===== src/rtl/cdt_pkg.sv =====
package cdt_pkg;
  localparam int CTRL_W = 8;
  localparam int ADDR_W = 3;
  localparam logic [CTRL_W-1:0] CTRL_RESET = 8'h20;

  // Control byte layout; positions are software-visible.
  typedef struct packed {
    logic       en;
    logic       periodic;
    logic       ie;
    logic       spare;
    logic [1:0] pre;
    logic       wide;
    logic       oneshot;
  } cdt_ctrl_t;

  typedef enum logic [1:0] {
    PRE_DIV1   = 2'd0,
    PRE_DIV16  = 2'd1,
    PRE_DIV256 = 2'd2,
    PRE_PASS   = 2'd3
  } cdt_pre_e;

  localparam int IDX_LOAD   = 0;
  localparam int IDX_VALUE  = 1;
  localparam int IDX_CTRL   = 2;
  localparam int IDX_CLR    = 3;
  localparam int IDX_RAW    = 4;
  localparam int IDX_MASKED = 5;
  localparam int IDX_BGLOAD = 6;
endpackage


===== src/rtl/cdt_prescale.sv =====
module cdt_prescale #(
  parameter int LOG_A = 4,
  parameter int LOG_B = 8
) (
  input  logic       clk,
  input  logic       rst_n,
  input  logic       tick_i,
  input  logic       run_i,
  input  logic [1:0] sel_i,
  output logic       step_o
);
  import cdt_pkg::*;

  logic [LOG_B-1:0] cnt_q;
  logic             hit_a, hit_b, pass;

  always_ff @(posedge clk) begin
    if (!rst_n)      cnt_q <= '0;
    else if (!run_i) cnt_q <= '0;
    else if (tick_i) cnt_q <= cnt_q + 1'b1;
  end

  assign hit_a = &cnt_q[LOG_A-1:0];
  assign hit_b = &cnt_q;

  always_comb begin
    case (cdt_pre_e'(sel_i))
      PRE_DIV16:  pass = hit_a;
      PRE_DIV256: pass = hit_b;
      default:    pass = 1'b1;
    endcase
  end

  assign step_o = run_i & tick_i & pass;

  // at divide-by-16 two steps never come back to back
  p_div16_gap_r3: assert property (@(posedge clk) disable iff (!rst_n)
    (step_o && sel_i == 2'd1 && $stable(sel_i)) |=> !step_o);
endmodule


===== src/rtl/cdt_counter.sv =====
module cdt_counter #(
  parameter int W  = 32,
  parameter int NW = 16
) (
  input  logic         clk,
  input  logic         rst_n,
  input  logic         step_i,
  input  logic         wide_i,
  input  logic         oneshot_i,
  input  logic         freerun_i,
  input  logic [W-1:0] limit_i,
  input  logic         load_i,
  input  logic [W-1:0] load_data_i,
  output logic [W-1:0] value_o,
  output logic         expire_o
);
  localparam logic [W-1:0] NARROW_MASK = {{(W-NW){1'b0}}, {NW{1'b1}}};
  localparam logic [W-1:0] ONE         = {{(W-1){1'b0}}, 1'b1};

  logic [W-1:0] cnt_q, mask, cur, reload, load_val;

  assign mask     = wide_i ? '1 : NARROW_MASK;
  assign cur      = cnt_q & mask;
  assign reload   = freerun_i ? mask : (limit_i & mask);
  assign load_val = freerun_i ? mask : (load_data_i & mask);

  always_ff @(posedge clk) begin
    if (!rst_n) begin
      cnt_q <= '0;
    end else if (load_i) begin
      cnt_q <= load_val;
    end else if (step_i) begin
      if (cur == '0) cnt_q <= oneshot_i ? '0 : reload;
      else           cnt_q <= cur - ONE;
    end
  end

  assign value_o  = cur;
  assign expire_o = step_i & ~load_i & (cur == ONE);

  // a plain step decrements by one unless the width changed
  p_decr_r4: assert property (@(posedge clk) disable iff (!rst_n)
    (step_i && !load_i && cur != '0) |=>
      ((wide_i != $past(wide_i)) || value_o == $past(cur) - ONE));

  // one-shot holds at zero
  p_oneshot_hold_r5: assert property (@(posedge clk) disable iff (!rst_n)
    (step_i && !load_i && oneshot_i && cur == '0) |=> value_o == '0);
endmodule


===== src/rtl/cdt_irq.sv =====
module cdt_irq (
  input  logic clk,
  input  logic rst_n,
  input  logic set_i,
  input  logic clr_i,
  input  logic ie_i,
  output logic raw_o,
  output logic irq_o
);
  logic raw_q;

  always_ff @(posedge clk) begin
    if (!rst_n)     raw_q <= 1'b0;
    else if (set_i) raw_q <= 1'b1;
    else if (clr_i) raw_q <= 1'b0;
  end

  assign raw_o = raw_q;
  assign irq_o = raw_q & ie_i;

  // an expiry beats a clear in the same cycle
  p_set_wins_r11: assert property (@(posedge clk) disable iff (!rst_n)
    set_i |=> raw_o);
  // a lone clear drops the flag
  p_clr_r11: assert property (@(posedge clk) disable iff (!rst_n)
    (clr_i && !set_i) |=> !raw_o);
endmodule


===== src/rtl/cdt_timer.sv =====
module cdt_timer #(
  parameter int DATA_W    = 32,
  parameter int NARROW_W  = 16,
  parameter int ADDR_W    = cdt_pkg::ADDR_W,
  parameter int PRE_LOG_A = 4,
  parameter int PRE_LOG_B = 8
) (
  input  logic              clk,
  input  logic              rst_n,
  input  logic              tick_i,
  input  logic              wr_en_i,
  input  logic [ADDR_W-1:0] addr_i,
  input  logic [DATA_W-1:0] wdata_i,
  output logic [DATA_W-1:0] rdata_o,
  output logic              irq_o
);
  import cdt_pkg::*;

  cdt_ctrl_t         ctrl_q;
  logic [DATA_W-1:0] limit_q, value;
  logic wr_load, wr_ctrl, wr_clr, wr_bg;
  logic freerun, step, expire, raw;

  assign wr_load = wr_en_i && addr_i == ADDR_W'(IDX_LOAD);
  assign wr_ctrl = wr_en_i && addr_i == ADDR_W'(IDX_CTRL);
  assign wr_clr  = wr_en_i && addr_i == ADDR_W'(IDX_CLR);
  assign wr_bg   = wr_en_i && addr_i == ADDR_W'(IDX_BGLOAD);

  always_ff @(posedge clk) begin
    if (!rst_n) begin
      ctrl_q  <= cdt_ctrl_t'(CTRL_RESET);
      limit_q <= '0;
    end else begin
      if (wr_ctrl)         ctrl_q  <= cdt_ctrl_t'(wdata_i[CTRL_W-1:0]);
      if (wr_load || wr_bg) limit_q <= wdata_i;
    end
  end

  assign freerun = ~ctrl_q.oneshot & ~ctrl_q.periodic;

  cdt_prescale #(.LOG_A(PRE_LOG_A), .LOG_B(PRE_LOG_B)) u_pre (
    .clk(clk), .rst_n(rst_n), .tick_i(tick_i), .run_i(ctrl_q.en),
    .sel_i(ctrl_q.pre), .step_o(step)
  );

  cdt_counter #(.W(DATA_W), .NW(NARROW_W)) u_cnt (
    .clk(clk), .rst_n(rst_n), .step_i(step), .wide_i(ctrl_q.wide),
    .oneshot_i(ctrl_q.oneshot), .freerun_i(freerun), .limit_i(limit_q),
    .load_i(wr_load), .load_data_i(wdata_i), .value_o(value),
    .expire_o(expire)
  );

  cdt_irq u_irq (
    .clk(clk), .rst_n(rst_n), .set_i(expire), .clr_i(wr_clr),
    .ie_i(ctrl_q.ie), .raw_o(raw), .irq_o(irq_o)
  );

  always_comb begin
    rdata_o = '0;
    case (int'(addr_i))
      IDX_LOAD, IDX_BGLOAD: rdata_o = limit_q;
      IDX_VALUE:            rdata_o = value;
      IDX_CTRL:             rdata_o = DATA_W'(ctrl_q);
      IDX_RAW:              rdata_o = DATA_W'(raw);
      IDX_MASKED:           rdata_o = DATA_W'(raw & ctrl_q.ie);
      default:              rdata_o = '0;
    endcase
  end

  // the control byte only moves on its own index
  p_ctrl_stable_r12: assert property (@(posedge clk) disable iff (!rst_n)
    !wr_ctrl |=> $stable(ctrl_q));
  // the output stays low while the enable bit is clear
  p_irq_mask_r10: assert property (@(posedge clk) disable iff (!rst_n)
    !ctrl_q.ie |-> !irq_o);
endmodule


===== config.mk =====
export PLATFORM = sky130hd
export DESIGN_NAME = cdt_timer
export DESIGN_NICKNAME = d
export VERILOG_FILES = /design/src/rtl/cdt_pkg.sv /design/src/rtl/cdt_prescale.sv /design/src/rtl/cdt_counter.sv /design/src/rtl/cdt_irq.sv /design/src/rtl/cdt_timer.sv
export SDC_FILE = /design/constraint.sdc
export NUM_CORES = 1
export LEC_CHECK = 0
export ABC_AREA = 1
export ABC_CLOCK_PERIOD_IN_PS = 2100
export BUFFER_PORTS_ARGS = -buffer_cell sky130_fd_sc_hd__buf_2
export CORE_MARGIN = 1
export CORE_UTILIZATION = 59
export CTS_CLUSTER_SIZE = 25
export DETAILED_ROUTE_END_ITERATION = 10
export PLACE_DENSITY = 0.81
export SLEW_MARGIN = 20
export SYNTH_ARGS = -nofsm -noshare
export SYNTH_HDL_FRONTEND = slang
export SYNTH_SLANG_ARGS = --single-unit

===== constraint.sdc =====
create_clock -name clk -period 2.1 [get_ports clk]
set_input_delay 0.42 -clock clk [delete_from_list [all_inputs] [get_ports clk]]
set_output_delay 0.42 -clock clk [all_outputs]
set_load 0.02 [all_outputs]

==> metrics.txt <==
post-synthesis adder-cell area fraction=1.14%; GPL Wtd Cong=0.979; final max-slew violation count=0; synth top area cells=dfxtp_1 (30%), nand2_1 (13%), o21ai_0 (9.0%), nand3_1 (7.9%), inv_1 (7.8%); DIE AREA=around 0.0097 mm^2; VDD IR-drop max=0.558 mV; htree depth=3; initial antenna violation count=0; ANT nets after route=0; Tot GR Track Use=a little over a third; critical path type=flip-flop to output port; simple-gate area share of the yosys netlist=around a third; Clock Pin Slew Worst Setup and Hold Paths=0.10 ns; layout cells sized above 1=16.5%; Post-Synth XOR/XNOR Area=1.76%; CP Cell Sequence=buf_6 -> clkinvlp_4 -> o221ai_1 -> buf_2; clk_skew=0.0123 ns; Avg Inst Size Synth=6.12 um^2; vias in the first global route=5,777; first-pass GRT wire length=28,300 um; Yosys top cell by area=dfxtp_1; final setup fails=0; Die Ht=98.4 um; final WL=17,400 um; I/O Pins=72; HP Class=primary input to flip-flop; Final Hold Vio Count=0; number of synthesized flops with an enable pin=0; DR vias=6,329; data arrival time of the critical path=1.60 ns; instance count of the mapped netlist=896; Final Cycle Share=96.4%; Port Buffers=71; Core Region=0.00885 mm^2; Top FF cell, synth=dfxtp_1; Max-cap violations=0; most common cell after layout, fill and taps aside=nand2_1; Root Buffer=clkbuf_8; RSZ-0062 raised after global routing=false; slowest cell delay on critical path=0.40 ns; yosys warns=0; dpl ws=0.130 ns; min Tclk post-route=approximately 2.0 ns; Yosys cell types=35; Via density=around 6; top cell type's share of synthesized area=just under 30%; register area share after synthesis=between 20 and 30%; post-synthesis cell area=about 0.0055 mm^2; total power draw=4.13 mW; DR pass1 iterations=10; crit path launch type=flip-flop; pwr/cell area=662 mW/mm^2; Max Clk Rate=494 MHz; Worst Setup Slack, final=0.0757 ns; ANT cells=0; initial core utilization=62.0%; Crit-path slowest cell=dfxtp_1; clock latency on the worst-skew pair=0.36 ns; failing checks=DRC; NumNets Final=1,006; Slew @ Worst Pin=0.986 ns; Hold Buf Count CTS=0; CP endpoint kind=output port; grt ovf=0; post-detail-place hpwl=12,600 um; main combinational cell family by area after synthesis=simple AND/OR/NAND/NOR gates; syn nets=940; CTS Buffer Depth=2; Synth async-reset ratio=0%; static leakage=3.20 nW; compound-gate portion of the synthesized area=around a fifth; mux contribution to synthesized area=0%; CTS tree=done; Wirelength per Cell=16.2 um; die outline width=98.4 um; DRC viols=1; fin area=0.00625 mm^2; CTS buffer count=9; delay-heaviest family, CP=buffers and inverters; outcome=complete, but fails checks; # rows=34; area of placed instances=0.00602 mm^2; Yosys reg bits=slightly above 80; post-route setup TNS=0 ns; Slew HR=between 30% and 40%; Crit Path Max Fanout=23; largest net degree at the start of global routing=37; crit path buf inv count=3; most frequent cells in the layout=nand2_1 (193), inv_1 (113), o21ai_0 (99); number of DRC markers in iteration 0=560; area grow syn2layout=13.8%; CTS sink cnt=81; Worst Path Required=1.68 ns
[cell families (layout without fill, tap and decap cells)]
family,after synthesis,count (layout)
and+or+nand+nor,424,424
xor gates and xnor gates,11,11
adders and majority gates,5,5
AOI/OAI and AO/OA,212,212
DFF,81,81
buffers and inverters,163,234
[path summary, 6_finish.rpt]
path	from	to	slack, ns	cells past startpoint
worst min-delay path	wdata_i[9]	limit_q[9]$_SDFFE_PN0P_	0.30	3
worst max-delay path	ctrl_q[6]$_SDFFE_PN0P_	rdata_o[6]	0.08	4
worst max register to register	u_cnt.cnt_q[0]$_SDFFE_PN0P_	u_cnt.cnt_q[18]$_SDFFE_PN0P_	0.13	10
worst min register to register	u_pre.cnt_q[7]$_SDFFE_PN0P_	u_pre.cnt_q[7]$_SDFFE_PN0P_	0.45	1
[what timing repair did]
item                                    in CTS  in global routing
pin swaps                                    0                  0
buffers inserted                             1                  0
endpoints found under the setup margin       1                  6
gates resized for setup                      1                  3
[metrics by stage]
step / util [%] / std cells / hold slack, ns
after detailed placement: 68.0 / 1058 / 0.443
after CTS: 70.5 / 1075 / 0.290
after global routing: 70.6 / 1075 / 0.328
final: 70.6 / 1075 / 0.301
after floorplan: - / 896 / 0.423
after global placement: 68.0 / 1058 / 0.433
[cell usage after synthesis (6+ instances only)]
library cell and n:
nand2_1 193, inv_1 114, o21ai_0 99, nor2_1 98, nand3_1 87, dfxtp_1 81, a21oi_1 74, clkbuf_1 35
o22ai_1 22, nand2_2 12, nand2_4 10, xor2_1 10, nor2_4 6
[sequential cells by signal (all words and copies together) (netlist names)]
signal,count
u_pre.cnt_q,8
u_cnt.cnt_q,32
limit_q,32
u_irq.raw_o,1
ctrl_q,8
[final cells by class]
cell class	instances	area, um^2
multi-input cells	652	3200
fillers	814	2600
flip-flops and latches	81	1620
repair buffers	101	634
inverters	117	445
clock buffers	10	138
well taps	108	135
clock inverters	6	67.6
[worst reg2reg max path, cell delays in order, from the launching register on]
cell	delay (ns)
dfxtp_1	0.35
inv_1	0.13
ha_2	0.23
nand2_2	0.11
nor2_1	0.22
nand3_1	0.23
or2_2	0.33
nand3_1	0.08
nand2_1	0.05
nand2_1	0.05
a21oi_1	0.06
[per-layer routing]
layer	GRT usage (%)	wire length (um)	vias up	part of all wire [%]
met5	0	0	-	0
met4	12.1	452	0	2.6
met3	6.31	1720	45	9.8
met2	56.0	7370	363	42
met1	51.9	7900	2878	45
li1	-	-	3043	-
[where the power goes]
part	internal [mW]	total [mW]	leakage, nW	switching [mW]
combinational	0.436	1.27	2.44	0.836
clock	0.584	1.22	0.0985	0.632
sequential	1.60	1.65	0.659	0.0460
(Power assumes the default switching activity.)
